===== src/rtl/dag_pkg.sv =====
package dag_pkg;
  localparam int DAG_AW   = 14;
  localparam int DAG_NPTR = 4;
  localparam int DAG_NMOD = 4;

  typedef enum logic [0:0] {
    BANK_PLAIN  = 1'b0,
    BANK_UPDATE = 1'b1
  } bank_kind_e;
endpackage


===== src/rtl/dag_bank.sv =====
module dag_bank
  import dag_pkg::*;
#(
  parameter int         N    = 4,
  parameter int         W    = 14,
  parameter bank_kind_e KIND = BANK_PLAIN,
  localparam int        SW   = (N > 1) ? $clog2(N) : 1
) (
  input  logic          clk,
  input  logic          rst_n,
  input  logic          we,
  input  logic [SW-1:0] wsel,
  input  logic [W-1:0]  wdata,
  input  logic          upd_en,
  input  logic [SW-1:0] upd_sel,
  input  logic [W-1:0]  upd_data,
  output logic [W-1:0]  rd [N]
);

  for (genvar g = 0; g < N; g++) begin : g_ent
    logic [W-1:0] q;
    logic         hit_w;
    assign hit_w = we && (wsel == SW'(g));

    if (KIND == BANK_UPDATE) begin : g_upd
      logic hit_u;
      assign hit_u = upd_en && (upd_sel == SW'(g));
      always_ff @(posedge clk or negedge rst_n) begin
        if (!rst_n)     q <= '0;
        else if (hit_w) q <= wdata;       // software write has priority
        else if (hit_u) q <= upd_data;
      end
    end else begin : g_plain
      always_ff @(posedge clk or negedge rst_n) begin
        if (!rst_n)     q <= '0;
        else if (hit_w) q <= wdata;
      end
    end
    assign rd[g] = q;
  end

endmodule


===== src/rtl/dag_wrap.sv =====
module dag_wrap #(
  parameter int AW = 14
) (
  input  logic [AW-1:0] ptr,
  input  logic [AW-1:0] step,
  input  logic [AW-1:0] len,
  output logic [AW-1:0] nxt
);

  logic        [AW-1:0] mask;
  logic        [AW-1:0] base;
  logic        [AW-1:0] off;
  logic signed [AW+1:0] soff;
  logic signed [AW+1:0] slen;
  logic signed [AW+1:0] fold;
  logic        [AW-1:0] circ;
  logic        [AW-1:0] lin;

  always_comb begin
    // smallest power of two >= len, minus one: smear (len-1) downward
    mask = len - AW'(1);
    for (int s = 1; s < AW; s = s * 2) begin
      mask = mask | (mask >> s);
    end
    base = ptr & ~mask;
    off  = ptr & mask;
    slen = $signed({2'b00, len});
    soff = $signed({2'b00, off}) + $signed({{2{step[AW-1]}}, step});
    if (soff >= slen)      fold = soff - slen;
    else if (soff < 0)     fold = soff + slen;
    else                   fold = soff;
    circ = base + fold[AW-1:0];
    lin  = ptr + step;
    nxt  = (len == '0) ? lin : circ;
  end

endmodule


===== src/rtl/dag_top.sv =====
module dag_top
  import dag_pkg::*;
#(
  parameter int  AW   = DAG_AW,
  parameter int  NPTR = DAG_NPTR,
  parameter int  NMOD = DAG_NMOD,
  localparam int PSW  = (NPTR > 1) ? $clog2(NPTR) : 1,
  localparam int MSW  = (NMOD > 1) ? $clog2(NMOD) : 1
) (
  input  logic           clk,
  input  logic           rst_n,
  input  logic           idx_we,
  input  logic [PSW-1:0] idx_wsel,
  input  logic [AW-1:0]  idx_wdata,
  input  logic           mod_we,
  input  logic [MSW-1:0] mod_wsel,
  input  logic [AW-1:0]  mod_wdata,
  input  logic           len_we,
  input  logic [PSW-1:0] len_wsel,
  input  logic [AW-1:0]  len_wdata,
  input  logic           acc_valid,
  output logic           acc_ready,
  input  logic [PSW-1:0] acc_psel,
  input  logic [MSW-1:0] acc_msel,
  output logic [AW-1:0]  addr_o,
  output logic           addr_vld
);

  logic [AW-1:0] idx_q [NPTR];
  logic [AW-1:0] mod_q [NMOD];
  logic [AW-1:0] len_q [NPTR];
  logic [AW-1:0] cur_ptr;
  logic [AW-1:0] cur_mod;
  logic [AW-1:0] cur_len;
  logic [AW-1:0] nxt_ptr;

  // a write to the selected pointer wins; the access waits one cycle
  assign acc_ready = !(idx_we && (idx_wsel == acc_psel));
  assign addr_vld  = acc_valid && acc_ready;

  assign cur_ptr = idx_q[acc_psel];
  assign cur_len = len_q[acc_psel];
  assign cur_mod = mod_q[acc_msel];
  assign addr_o  = cur_ptr;

  dag_bank #(.N(NPTR), .W(AW), .KIND(BANK_UPDATE)) u_idx (
    .clk      (clk),
    .rst_n    (rst_n),
    .we       (idx_we),
    .wsel     (idx_wsel),
    .wdata    (idx_wdata),
    .upd_en   (addr_vld),
    .upd_sel  (acc_psel),
    .upd_data (nxt_ptr),
    .rd       (idx_q)
  );

  dag_bank #(.N(NMOD), .W(AW), .KIND(BANK_PLAIN)) u_mod (
    .clk      (clk),
    .rst_n    (rst_n),
    .we       (mod_we),
    .wsel     (mod_wsel),
    .wdata    (mod_wdata),
    .upd_en   (1'b0),
    .upd_sel  ('0),
    .upd_data ('0),
    .rd       (mod_q)
  );

  dag_bank #(.N(NPTR), .W(AW), .KIND(BANK_PLAIN)) u_len (
    .clk      (clk),
    .rst_n    (rst_n),
    .we       (len_we),
    .wsel     (len_wsel),
    .wdata    (len_wdata),
    .upd_en   (1'b0),
    .upd_sel  ('0),
    .upd_data ('0),
    .rd       (len_q)
  );

  dag_wrap #(.AW(AW)) u_wrap (
    .ptr  (cur_ptr),
    .step (cur_mod),
    .len  (cur_len),
    .nxt  (nxt_ptr)
  );

endmodule


===== config.mk =====
export PLATFORM = sky130hd
export DESIGN_NAME = dag_top
export DESIGN_NICKNAME = d
export VERILOG_FILES = /design/src/rtl/dag_pkg.sv /design/src/rtl/dag_bank.sv /design/src/rtl/dag_wrap.sv /design/src/rtl/dag_top.sv
export SDC_FILE = /design/constraint.sdc
export NUM_CORES = 1
export LEC_CHECK = 0
export ABC_AREA = 1
export BUFFER_PORTS_ARGS = -buffer_cell sky130_fd_sc_hd__buf_2
export CAP_MARGIN = 25
export CORE_MARGIN = 3
export CORE_UTILIZATION = 54
export DETAILED_ROUTE_END_ITERATION = 8
export HOLD_SLACK_MARGIN = 0.06
export PLACE_DENSITY = 0.82
export REMOVE_ABC_BUFFERS = 1
export SETUP_SLACK_MARGIN = 0.15
export SYNTH_ARGS = -nofsm -noshare
export SYNTH_HDL_FRONTEND = slang
export SYNTH_HIERARCHICAL = 1
export SYNTH_SLANG_ARGS = --single-unit

===== constraint.sdc =====
create_clock -name clk -period 8.6 [get_ports clk]
set_input_delay 0 -clock clk [delete_from_list [all_inputs] [get_ports clk]]
set_output_delay 0 -clock clk [all_outputs]
set_load 0.02 [all_outputs]

# Yosys cells after proc, flatten, opt, wreduce, memory -nomap -nowiden
# Cells that the tools add are included.
dict set report word_totals {
  inputBits 58
  word_cells 92
  out_inout_bits 16
  regBits 168
}
dict set report classes {
  n_eq_ne 13
  n_bitwise 9
  mux 20
  addsub 6
  reduce_logical 28
  magnitude_cmp 4
}
# operator n
set op_table {}
lappend op_table {{two-way mux 14 bit} 17}
lappend op_table {{binary-select mux 14 bit (select 2 bit)} 3}
lappend op_table {{adder 14 bit} 3}
lappend op_table {{AND 14 bit} 2}
lappend op_table {{logical AND 1 bit} 18}
lappend op_table {{adder 15 x 14 -> 16 bit} 1}
lappend op_table {{== test 2 bit (second input constant)} 8}
lappend op_table {{>= comparator 16 x 15 -> 1 bit} 1}
lappend op_table {{< comparator 16 x 1 -> 1 bit (second input constant)} 1}
lappend op_table {{logical NOT 14 bit} 1}
lappend op_table {{NOT 14 bit} 1}
lappend op_table {{bitwise OR 14 x 10 -> 14 bit} 1}
lappend op_table {{bitwise OR 14 x 12 -> 14 bit} 1}
lappend op_table {{bitwise OR 14 x 13 -> 14 bit} 1}
lappend op_table {{bitwise OR 14 x 6 -> 14 bit} 1}
lappend op_table {{subtractor 14 x 1 -> 14 bit (second input constant)} 1}
lappend op_table {{subtractor 14 bit} 1}
lappend op_table {{== test 2 x 1 -> 1 bit (second input constant)} 4}
lappend op_table {{logical NOT 2 bit} 4}
lappend op_table {{nonzero test 2 bit} 4}
lappend op_table {{>= comparator 3 bit (second input constant)} 2}
lappend op_table {{NOT 2 -> 3 bit} 2}
lappend op_table {{== test 2 bit} 1}
lappend op_table {{logical NOT 1 bit} 1}

# Logic depth before layout (Yosys ltp)
dict set report depth {
  ltp_word 18
  depth_mapped 55
  mapped_depth_nobuf 53
}

# By module
# The synthesis kept the hierarchy.
# module seq_area_each_um2 instances area_each_um2 cells_each
set modules_own_cells {}
lappend modules_own_cells {{dag_bank at u_len ...} 1401.3 2 2374.8 250}
lappend modules_own_cells {dag_wrap 0.0 1 4516.8 797}
lappend modules_own_cells {{dag_bank at u_idx} 1401.3 1 2970.3 397}
lappend modules_own_cells {dag_top 0.0 1 1428.9 308}

# Worst setup path after synthesis
# No wires, ideal clock.
dict set report synth_timing {
  kind {register -> register}
  startpoint {reg u_len.g_ent[2].q[1]}
  endpoint {reg u_idx.g_ent[0].q[11]}
  required_ns 8.535
  setup_ns 0.065
  t_arrival_ns 6.589
  setup_slack_ns 1.946
  path_stages_with_launch 51
  period_less_slack_ns 6.654
  cell_sequence {dfrtp_1 nor2_1 nor2_1 o21ai_0 o21ai_1 inv_1 ha_1 inv_1 nor3_1 xor2_1 nor2_2 nand2_4 nor2_8 nand3_1 nor2_1 a21oi_1 ha_1 inv_1 [... 15 more ...] o211ai_1 o21ai_1 inv_1 ha_1 a21o_1 a211oi_1 nor2_1 nor2_1 o21ai_1 nand2_1 nand2_1 nand2_1 nand3_1 o21ai_1 inv_1 nand2_1 nand3_1 nand2_1}
}
dict set report synth_via {
  elab_chain_cells 17
  elab_cells_between_ends 23
  classes_between {add/sub: 5; order compare: 2; mux: 8; bitwise: 7; reduce/logical: 1}
}
# item line
set synth_lines {}
lappend synth_lines {{from (decl)} dag_bank.sv:21} ;# logic [W-1:0] q;
lappend synth_lines {{from (signal assigned)} dag_bank.sv:36} ;# else if (hit_w) q <= wdata;
lappend synth_lines {{binary-select mux 14 bit (select 2 bit) (*)} dag_top.sv:42} ;# assign cur_len = len_q[acc_psel];
lappend synth_lines {{two-way mux 14 bit (not written as such) (*) (2 in a row)} dag_top.sv:42}
lappend synth_lines {{via cur_len[1]} dag_top.sv:34} ;# logic [AW-1:0] cur_len;
lappend synth_lines {{subtractor 14 x 1 -> 14 bit} dag_wrap.sv:21} ;# mask = len - AW'(1);
lappend synth_lines {{bitwise OR 14 x 13 -> 14 bit} dag_wrap.sv:23} ;# mask = mask | (mask >> s);
lappend synth_lines {{bitwise OR 14 x 12 -> 14 bit} dag_wrap.sv:23}
lappend synth_lines {{bitwise OR 14 x 10 -> 14 bit} dag_wrap.sv:23}
lappend synth_lines {{bitwise OR 14 x 6 -> 14 bit} dag_wrap.sv:23}
lappend synth_lines {{[... 2 more ...]} --}
lappend synth_lines {{adder 14 bit / < comparator 16 x 1 -> 1 bit (equally long branches)} dag_wrap.sv:30} ;# else if (soff < 0) fold = soff + slen;
lappend synth_lines {{two-way mux 14 bit} dag_wrap.sv:30}
lappend synth_lines {{two-way mux 14 bit} dag_wrap.sv:29} ;# if (soff >= slen) fold = soff - slen;
lappend synth_lines {{adder 14 bit} dag_wrap.sv:32} ;# circ = base + fold[AW-1:0];
lappend synth_lines {{two-way mux 14 bit (*)} dag_wrap.sv:34} ;# nxt = (len == '0) ? lin : circ;
lappend synth_lines {{via nxt_ptr[11]} dag_top.sv:35} ;# logic [AW-1:0] nxt_ptr;
lappend synth_lines {{two-way mux 14 bit (*)} dag_bank.sv:31} ;# else if (hit_u) q <= upd_data;
lappend synth_lines {{two-way mux 14 bit (*)} dag_bank.sv:30} ;# else if (hit_w) q <= wdata;
lappend synth_lines {{to (signal assigned)} dag_bank.sv:30}
lappend synth_lines {{to (signal assigned)} dag_bank.sv:31}
lappend synth_lines {{to (decl)} dag_bank.sv:21}
# The timed path passes the listed nets; every way through them passes the cells marked *. The select of a mux whose other input is x is not followed.
# A chain may end at the register's enable or synchronous reset.

# Worst setup path in the final report
dict set report layout_timing {
  startpoint {reg u_len.g_ent[2].q[3]}
  endpoint {reg u_idx.g_ent[0].q[12]}
}
# The elaborated chain is that of the path after synthesis.

==> flow_summary.json <==
{
  "status": "completed",
  "utilization": 0.610,
  "drt_first_pass_iters": 7,
  "io-pin-count": 74,
  "fin_area_mm2": 0.0150,
  "cp-start-kind": "flop",
  "rrSetupSlack_ps": 700,
  "core_mm2": 0.0246,
  "multi_input_area_mm2": 0.00800,
  "setup_violations": 0,
  "final_nets": 2195,
  "grt_overflow_total": 0,
  "clockBufferDepth": 2,
  "power.density_mw_per_mm2": 344,
  "ant_nets": 0,
  "holdWs_ps": 116,
  "rsz0062_at_grt": "false",
  "die-area_mm2": 0.0272,
  "worst_slew_pin_slew_ps": 1030,
  "io_buffers": 73,
  "cp.arrival_ps": 8270,
  "num_antenna_cells": 0,
  "slowest_delay_ps": 560,
  "syn_area_mm2": 0.0137,
  "finalWeightedCongestion": 1.01,
  "grt_usage": 0.316,
  "drive_gt1_frac": 0.0896,
  "cts_sinks": 168,
  "place_ws_ps": 687,
  "drtIter0Drc": 1804,
  "cts_inserted_buffers": 17,
  "final.setup.tns_ps": 0,
  "clk_pin_slew_ps": 70,
  "cp_max_fo": 21,
  "post-route-worst-setup-slack_ps": 701,
  "drv_slew": 0,
  "drc_errors": 0,
  "postSynthCellCount": 2001,
  "die_y_um": 165,
  "crit_slowest_cell": "dlygate4sd3_1",
  "worstSkewPairLatency_ps": 440,
  "cp.required_ps": 8970,
  "ir_drop_mv": 0.172,
  "cts_tree": "done",
  "finalCritPeriodShare": 0.918,
  "vias": 14200,
  "final.min_clock_period_ps": 7900,
  "cts_max_level": 4,
  "crit_type": "flop to flop",
  "antenna_found_initial": 0,
  "avgSynthCellArea_um2": 6.83,
  "die_w_um": 165,
  "skew_ps": 11.1,
  "hold_violations": 0,
  "wire_per_inst_um": 17.9,
  "regArea_mm2": 0.00420,
  "floorplan.rows": 57,
  "syn_to_final_growth_pct": 9.90,
  "crit_top_cell": "nand2_1",
  "start_util": 0.555,
  "end_kind": "flop",
  "dp_hpwl_um": 30500,
  "yosysWarnings": 6,
  "wl_um": 43000,
  "fmax_mhz": 127,
  "place_area_mm2": 0.0139,
  "vias_per_cell": 5.91,
  "grt_max_degree": 93,
  "grt_pass1_wl_um": 68100,
  "grt_pass1_vias": 12900,
  "relSlewSlack": 0.312,
  "drv_cap": 0,
  "cts-root-buf": "clkbuf_16",
  "n_fill_cell": 2270,
  "p_leak_nw": 7.96,
  "hold_class": "primary input to flop"
}
==> worst max-delay path, delay by kind of cell, from the launching register on <==
family / cells / cell delay, ps
simple gates: 31 / 3660
fa+ha+maj: 4 / 1390
compound gates: 6 / 1100
buf+inv: 4 / 860
flops: 1 / 390
xor+xnor: 2 / 390
==> cell usage in the layout (no fill, tap or decap), types with 5 or more instances in the layout <==
cell type and count:
nand2_1 584, inv_1 187, nand3_1 175, nor2_1 171, dfrtp_1 168, nand4_1 135
o21ai_0 79, a21oi_1 73, buf_2 72, ha_1 70, o21ai_1 69, dlygate4sd3_1 47
xor2_1 35, buf_4 24, o211ai_1 22, inv_2 17, clkbuf_16 17, nor3_1 15
xnor2_1 11, nand3_2 10, o21bai_1 7, a31oi_1 7, nand2_2 6, nor2_4 5
fa_1 5
==> final timing paths <==
kind	startpoint	endpoint	cells after the start
worst max-delay path	u_len/g_ent[2].q[3]	u_idx/g_ent[0].q[12]	47
worst min-delay path	mod_wsel[0]	u_mod/g_ent[3].q[9]	3
worst max register to register	u_len/g_ent[2].q[3]	u_idx/g_ent[0].q[12]	47
worst min register to register	u_mod/g_ent[0].q[6]	u_mod/g_ent[0].q[6]	2
max in group asynchronous	rst_n	u_len/g_ent[3].q[7]	4
min in group asynchronous	rst_n	u_idx/g_ent[2].q[12]	2
==> final cells by class <==
class	instances	area share
Timing Repair Buffer	145	0.0699
Clock buffer	18	0.0286
Clock inverter	14	0.0104
Tap cell	324	0.0270
Sequential cell	168	0.280
Multi-Input combinational cell	1525	0.533
Inverter	205	0.0513
==> state kept, by name, summed over array words and instances, names as in the netlist <==
signal / cells
u_mod/g_ent.q: 56
u_len/g_ent.q: 56
u_idx/g_ent.q: 56
==> metrics by stage <==
step / instances / power [mW]
2_1_floorplan: 1898 / 3.33
3_3_place_gp: 2318 / 4.20
3_5_place_dp: 2318 / 4.22
4_1_cts: 2397 / 5.05
5_1_grt: 2399 / 5.57
6_report: 2399 / 5.17
==> power breakdown <==
group          switching (mW)  leakage [nW]  total [mW]  internal, mW
combinational            2.18          5.58        3.28          1.10
sequential              0.112          2.09        1.11         0.999
clock                   0.369         0.286       0.782         0.413
==> routing by layer <==
layer  global-route usage  share of wire  vias to the layer above
li1                     -              -                     6764
met1                0.456           0.42                     6533
met2                0.484           0.45                      791
met3               0.0569           0.11                       89
met4               0.0938          0.023                        0
met5                    0              0                        -
==> repair_timing <==
| item | 4_1_cts | 5_1_grt |
|---|---|---|
| buffers inserted | 0 | 1 |
| setup endpoints to repair | 0 | 25 |
| resized for setup | 0 | 6 |
| hold buffers | 47 | 0 |
| endpoints found under the hold margin | 259 | 0 |
Note: power is estimated with default switching activity, not from simulation.
